--- src/rtl/pct_pkg.sv ---
package pct_pkg;
    typedef enum logic [1:0] {
        ST_IDLE = 2'd0,
        ST_ON   = 2'd1,
        ST_OFF  = 2'd2
    } pct_state_e;
endpackage

--- src/rtl/pct_alive_edge.sv ---
// Synchronizes the target's alive line and flags its rising edge.
module pct_alive_edge #(
    parameter int STAGES = 2
) (
    input  logic clk,
    input  logic rst_n,
    input  logic async_i,
    output logic rise_o
);
    localparam int LAST = STAGES;

    logic [LAST:0] chain_q;

    always_ff @(posedge clk or negedge rst_n) begin
        if (!rst_n) chain_q[0] <= 1'b0;
        else        chain_q[0] <= async_i;
    end

    generate
        for (genvar g = 1; g <= LAST; g++) begin : g_stage
            always_ff @(posedge clk or negedge rst_n) begin
                if (!rst_n) chain_q[g] <= 1'b0;
                else        chain_q[g] <= chain_q[g-1];
            end
        end
    endgenerate

    assign rise_o = chain_q[LAST-1] & ~chain_q[LAST];
endmodule

--- src/rtl/pct_phase_timer.sv ---
// Loadable down-counter; done_o marks the last cycle of a phase.
module pct_phase_timer #(
    parameter int W = 20
) (
    input  logic         clk,
    input  logic         rst_n,
    input  logic         load_i,
    input  logic [W-1:0] val_i,
    output logic         done_o
);
    localparam logic [W-1:0] ONE = W'(1);

    logic [W-1:0] left_q;

    always_ff @(posedge clk or negedge rst_n) begin
        if (!rst_n)            left_q <= ONE;
        else if (load_i)       left_q <= (val_i == '0) ? ONE : val_i;
        else if (left_q > ONE) left_q <= left_q - ONE;
    end

    assign done_o = (left_q <= ONE);
endmodule

--- src/rtl/pct_counter.sv ---
// Wide event counter with synchronous clear taking priority.
module pct_counter #(
    parameter int W = 40
) (
    input  logic         clk,
    input  logic         rst_n,
    input  logic         clr_i,
    input  logic         inc_i,
    output logic [W-1:0] cnt_o
);
    always_ff @(posedge clk or negedge rst_n) begin
        if (!rst_n)     cnt_o <= '0;
        else if (clr_i) cnt_o <= '0;
        else if (inc_i) cnt_o <= cnt_o + W'(1);
    end
endmodule

--- src/rtl/pct_power_cycler.sv ---
module pct_power_cycler
    import pct_pkg::*;
#(
    parameter int CNT_W       = 40,
    parameter int TIME_W      = 20,
    parameter int SYNC_STAGES = 2
) (
    input  logic              clk,
    input  logic              rst_n,
    input  logic              start_i,
    input  logic              stop_i,
    input  logic              clear_i,
    input  logic [TIME_W-1:0] on_time_i,
    input  logic [TIME_W-1:0] off_time_i,
    input  logic [CNT_W-1:0]  cycle_limit_i,
    input  logic              alive_i,
    output logic              pwr_en_o,
    output logic              busy_o,
    output logic [CNT_W-1:0]  cycle_cnt_o,
    output logic [CNT_W-1:0]  alive_cnt_o,
    output logic              mismatch_o
);
    pct_state_e        state_q, state_d;
    logic              phase_done;
    logic              alive_rise;
    logic              credited_q;
    logic              stop_q;
    logic              tmr_load;
    logic [TIME_W-1:0] tmr_val;
    logic              cyc_inc;
    logic              alive_inc;
    logic              below_limit;

    pct_alive_edge #(.STAGES(SYNC_STAGES)) u_alive (
        .clk     (clk),
        .rst_n   (rst_n),
        .async_i (alive_i),
        .rise_o  (alive_rise)
    );

    pct_phase_timer #(.W(TIME_W)) u_timer (
        .clk    (clk),
        .rst_n  (rst_n),
        .load_i (tmr_load),
        .val_i  (tmr_val),
        .done_o (phase_done)
    );

    pct_counter #(.W(CNT_W)) u_cyc_cnt (
        .clk   (clk),
        .rst_n (rst_n),
        .clr_i (clear_i),
        .inc_i (cyc_inc),
        .cnt_o (cycle_cnt_o)
    );

    pct_counter #(.W(CNT_W)) u_alive_cnt (
        .clk   (clk),
        .rst_n (rst_n),
        .clr_i (clear_i),
        .inc_i (alive_inc),
        .cnt_o (alive_cnt_o)
    );

    assign below_limit = (cycle_cnt_o < cycle_limit_i);

    // next-state logic
    always_comb begin
        state_d = state_q;
        unique case (state_q)
            ST_IDLE: if (start_i && below_limit) state_d = ST_ON;     // launch
            ST_ON:   if (phase_done)             state_d = ST_OFF;    // power-down
            ST_OFF:  if (phase_done) begin
                         if (stop_q || stop_i || !below_limit)
                             state_d = ST_IDLE;                       // finish
                         else
                             state_d = ST_ON;                         // relaunch
                     end
            default: state_d = ST_IDLE;
        endcase
    end

    assign tmr_load  = (state_d != state_q) && (state_d != ST_IDLE);
    assign tmr_val   = (state_d == ST_ON) ? on_time_i : off_time_i;
    assign cyc_inc   = (state_d == ST_ON) && (state_q != ST_ON);
    assign alive_inc = (state_q == ST_ON) && alive_rise && !credited_q;

    // state register
    always_ff @(posedge clk or negedge rst_n) begin
        if (!rst_n) state_q <= ST_IDLE;
        else        state_q <= state_d;
    end

    // per-run and per-phase flags
    always_ff @(posedge clk or negedge rst_n) begin
        if (!rst_n) begin
            credited_q <= 1'b0;
            stop_q     <= 1'b0;
            mismatch_o <= 1'b0;
        end else begin
            if (cyc_inc)        credited_q <= 1'b0;
            else if (alive_inc) credited_q <= 1'b1;

            if (state_q == ST_IDLE) stop_q <= 1'b0;
            else if (stop_i)        stop_q <= 1'b1;

            if (clear_i)
                mismatch_o <= 1'b0;
            else if (state_q == ST_ON && phase_done && !credited_q && !alive_inc)
                mismatch_o <= 1'b1;
        end
    end

    // outputs decoded from the state register
    always_comb begin
        pwr_en_o = 1'b0;
        busy_o   = 1'b1;
        unique case (state_q)
            ST_IDLE: busy_o   = 1'b0;
            ST_ON:   pwr_en_o = 1'b1;
            ST_OFF:  pwr_en_o = 1'b0;
            default: busy_o   = 1'b0;
        endcase
    end
endmodule

--- config.mk ---
export PLATFORM = sky130hd
export DESIGN_NAME = pct_power_cycler
export DESIGN_NICKNAME = d
export VERILOG_FILES = /design/src/rtl/pct_pkg.sv /design/src/rtl/pct_alive_edge.sv /design/src/rtl/pct_phase_timer.sv /design/src/rtl/pct_counter.sv /design/src/rtl/pct_power_cycler.sv
export SDC_FILE = /design/constraint.sdc
export NUM_CORES = 1
export LEC_CHECK = 0
export BUFFER_PORTS_ARGS = -buffer_cell sky130_fd_sc_hd__buf_4
export CAP_MARGIN = 5
export CORE_AREA = 3 3 122 124
export CTS_BUF_LIST = sky130_fd_sc_hd__clkbuf_16
export DETAILED_ROUTE_END_ITERATION = 10
export DIE_AREA = 0 0 125 127
export GPL_TIMING_DRIVEN = 0
export HOLD_SLACK_MARGIN = 0.02
export PLACE_DENSITY_LB_ADDON = 0.3
export SYNTH_ARGS = -nofsm -noshare
export SYNTH_HDL_FRONTEND = slang
export SYNTH_SLANG_ARGS = --single-unit
--- constraint.sdc ---
create_clock -name clk -period 4.83 [get_ports clk]
set_input_delay 0.483 -clock clk [delete_from_list [all_inputs] [get_ports clk]]
set_output_delay 0.483 -clock clk [all_outputs]
set_load 0.02 [all_outputs]
==> results summary <==
Compared with the post-synthesis result, the final layout area differs by 25.9%. The filler cell count is 1199. The worst voltage drop across the vdd grid came out at 294 uV.

The pin count of the biggest net entering global routing came out at 71. Clock tree synthesis selected as its root buffer the cell sky130_fd_sc_hd__clkbuf_16. The total core area came out at 13900 um^2.

The fraction of layout instances using a drive strength above 1 came out at 20.7%. In this run the worst hold path is classified as in2async. The netlist area before placement is 6950 um^2. In this run the most used layer during global routing was met2. The yosys synthesis warning count came out at 0. The worst hold slack came out at 0.111 ns. The fraction of the cycle the final worst path needs is 85.3%. The leakage component of the power came out at 4.17 nW.

The count of input and output buffers is 167. The fraction of met1 tracks used by global routing came out at 29.0%. The die span in y came out at 127 um. Sorting the synthesized cells by area gives the leading types as sky130_fd_sc_hd__dfrtp_1, sky130_fd_sc_hd__ha_1, sky130_fd_sc_hd__mux2i_1, sky130_fd_sc_hd__a21oi_1, sky130_fd_sc_hd__xor2_1.

The worst clock skew came out at 0.00463 ns. The number of max-cap violations is 0. STA classifies the critical path startpoint as a flip-flop. The TritonCTS sink count came out at 108. Once the clock tree was built, the setup fixing pass inserted 0 buffers. The initial standard-cell utilization of the core came out at 50.1%. The buffer depth of the longest clock path is 2.

Along the worst path, the maximum fanout reaches 10. Setup repair after global routing left no endpoint under its margin. The count of standard-cell rows came out at 43. The die extent in x came out at 125 um. The met2 track demand over resource is 39.2%. The clock network latency to the later pin of the worst-skew pair came out at 0.35 ns.

The synthesized instance count is 780. The first-pass GRT wire length came out at 30.7 mm. The required time at the worst-slack endpoint is 5.10 ns. At the pin with the least slew margin, the transition time is 1.02 ns.

The final route contains 6568 vias. The global-route track usage on met3 came out at 5.56%. The multi-input combinational cells in the finished layout cover a total of 3930 um^2. Pin placement for this block handled 169 I/O pins.

The overall power is 2.89 mW. The worst setup path is captured at a flip-flop. The worst setup path is of the reg2reg kind. The number of nets in the layout came out at 1092. The proportion of synthesized flip-flops having asynchronous set or reset came out at 100%. Summed over all layers, the global routing overflow is 0. The per-cell via count in the routed design came out at 5.74. The number of different library cells in the post-synthesis netlist came out at 52. The number of buffers inserted during clock tree synthesis came out at 9. In this run, synthesis produced a sequential element count of 108. The die covers 15900 um^2. The signal arrival time at the worst endpoint is 4.39 ns. The power density over cell area is 330 nW/um^2. The final-report setup violation count came out at 0. The violation count after the first detailed-route iteration came out at 535. Detailed placement finished with a half-perimeter wire length of 14.1 mm. Dividing the detail-routed wire length by the instance count gives 16.2 um. 0 antenna diodes ended up in the layout. The number of gates resized after CTS was 0. The number of nets still failing antenna checks after routing is 0. The proportion of synthesized chip area in sequential cells is 38.9%. TritonCTS built the clock tree. The most used flip-flop cell after synthesis is sky130_fd_sc_hd__dfrtp_1. The flow ran to the end, and the final reports show no timing, DRC or antenna violations. Counting every net in the synthesized netlist gives 913.

The clock tree synthesis step divided the H-tree into 3 levels. The fmax is 243 MHz. Clock-pin slew was measured on the worst setup and hold paths at 0.07 ns. The global-route usage over all layers is 23.1%. The biggest area contributor in the post-synthesis netlist is sky130_fd_sc_hd__dfrtp_1. The share of Yosys cell area claimed by the top area cell type is 38.5%.

The minimum clock period came out at 4.12 ns. The final weighted congestion in routability-driven placement came out at 0.869. In the final layout, flip-flops and latches occupy 2700 um^2. After detailed routing, the total wire length is 18.5 mm. The via count of the first global-routing pass came out at 6313.

Headroom to the max-slew limit came out at 31.4%. The number of hold violations in the final report is 0. The residual DRC count is 0. The iteration count of the initial detailed-routing pass came out at 5. Each instance of the synthesized netlist takes up on average 8.91 um^2. The initial antenna violation count came out at 0. The total of hold buffers inserted after clock tree synthesis came out at 0.

The number of slew-limit violations in the final report came out at 0. The setup total negative slack is 0 ns. The synthesized design contains 0 enable-type register cells.
metrics by stage:
step | util, % | setup WS, ns | instances | instance area (um^2)
final | 63.1 | 0.708 | 1144 | 8760
after global routing | 63.1 | 0.445 | 1144 | 8760
after CTS | 63.1 | 0.695 | 1144 | 8760
after detailed placement | 60.9 | 0.646 | 1128 | 8460
after global placement | 60.7 | 0.654 | 1127 | 8430
after floorplan | - | 1.72 | 780 | 6950
Yosys cell counts, types with 4 or more instances:
cell                       number
sky130_fd_sc_hd__a21oi_1       63
sky130_fd_sc_hd__and2_1         6
sky130_fd_sc_hd__and3_1        13
sky130_fd_sc_hd__and4_1         4
sky130_fd_sc_hd__buf_2          9
sky130_fd_sc_hd__clkbuf_1      16
sky130_fd_sc_hd__dfrtp_1      107
sky130_fd_sc_hd__ha_1          47
sky130_fd_sc_hd__inv_1         55
sky130_fd_sc_hd__mux2i_1       41
sky130_fd_sc_hd__nand2_1       70
sky130_fd_sc_hd__nand3_1       30
sky130_fd_sc_hd__nand4_1       25
sky130_fd_sc_hd__nor2_1        68
sky130_fd_sc_hd__nor2b_1        4
sky130_fd_sc_hd__nor3_1        11
sky130_fd_sc_hd__nor4_1        18
sky130_fd_sc_hd__o21ai_0       18
sky130_fd_sc_hd__o21ai_1       18
sky130_fd_sc_hd__o31ai_1       24
sky130_fd_sc_hd__or3_1         26
sky130_fd_sc_hd__or4_1         23
sky130_fd_sc_hd__xnor2_1       15
sky130_fd_sc_hd__xor2_1        35
cell families after synthesis:
group | count (synthesis) | synth area share, %
fa+ha+maj | 47 | 8.46
xor+xnor | 50 | 6.30
flops | 108 | 38.9
buf+inv | 81 | 4.64
compound gates | 143 | 12.2
simple gates | 309 | 23.4
mux | 42 | 6.06
path summary, 6_finish.rpt:
| path | cells after the start | endpoint | from | slack (ns) |
|---|---|---|---|---|
| max | 10 | u_cyc_cnt.cnt_o[20] | u_cyc_cnt.cnt_o[38] | 0.71 |
| min | 1 | u_cyc_cnt.cnt_o[15] | rst_n | 0.11 |
| max reg2reg | 10 | u_cyc_cnt.cnt_o[20] | u_cyc_cnt.cnt_o[38] | 0.71 |
| min reg2reg | 0 | u_alive.chain_q[1] | u_alive.chain_q[0] | 0.35 |
| max in group asynchronous | 2 | u_timer.left_q[7] | rst_n | 3.99 |
| min in group clk | 1 | u_alive.chain_q[0] | alive_i | 0.24 |
layout by cell type (no fill, tap or decap), drive strengths merged, types with 20 or more instances in the layout:
cell type,n
nand4,25
nand3,30
nand2,70
nor2,68
nor4,20
mux2i,41
o31ai,24
ha,47
or4,24
xor2,35
a21oi,63
clkbuf,25
buf,178
dfrtp,107
inv,58
or3,26
o21ai,36
power breakdown:
| part | internal [mW] | total [mW] | leakage [nW] | switching, mW |
|---|---|---|---|---|
| registers | 1.02 | 1.13 | 1.45 | 0.113 |
| clock network | 0.406 | 0.757 | 0.144 | 0.351 |
| logic | 0.421 | 0.995 | 2.57 | 0.574 |
| total | 1.85 | 2.89 | 4.17 | 1.04 |
routing by layer:
layer / vias up / part of all wire, %
met2: 202 / 49
li1: 3180 / -
met3: 26 / 6.0
met1: 3160 / 43
met4: 0 / 2.3
met5: - / 0
flip-flops by register name (all words and copies together) (netlist names):
signal,cells
credited_q,1
mismatch_o,1
state_q,2
stop_q,1
u_alive.chain_q,3
u_alive_cnt.cnt_o,40
u_cyc_cnt.cnt_o,40
u_timer.left_q,20
layout make-up:
| cell class | count | share of cell area, % |
|---|---|---|
| Multi-Input combinational cell | 591 | 44.8 |
| Clock inverter | 7 | 0.829 |
| Timing Repair Buffer | 168 | 14.6 |
| Clock buffer | 9 | 2.57 |
| Tap cell | 180 | 2.57 |
| Buffer | 26 | 1.33 |
| Inverter | 55 | 2.36 |
| Sequential cell | 108 | 30.9 |
worst max-delay path, stage by stage, from the launching register on:
cell	delay (ns)
sky130_fd_sc_hd__dfrtp_1	0.46
sky130_fd_sc_hd__ha_1	0.35
sky130_fd_sc_hd__nand4_1	0.19
sky130_fd_sc_hd__nor4_1	0.60
sky130_fd_sc_hd__a21boi_0	0.88
sky130_fd_sc_hd__nor4_4	0.11
sky130_fd_sc_hd__o2111ai_1	0.38
sky130_fd_sc_hd__buf_2	0.29
sky130_fd_sc_hd__clkbuf_1	0.46
sky130_fd_sc_hd__o21ai_1	0.16
sky130_fd_sc_hd__a21oi_1	0.17
Power figures use the tool's default switching activity.
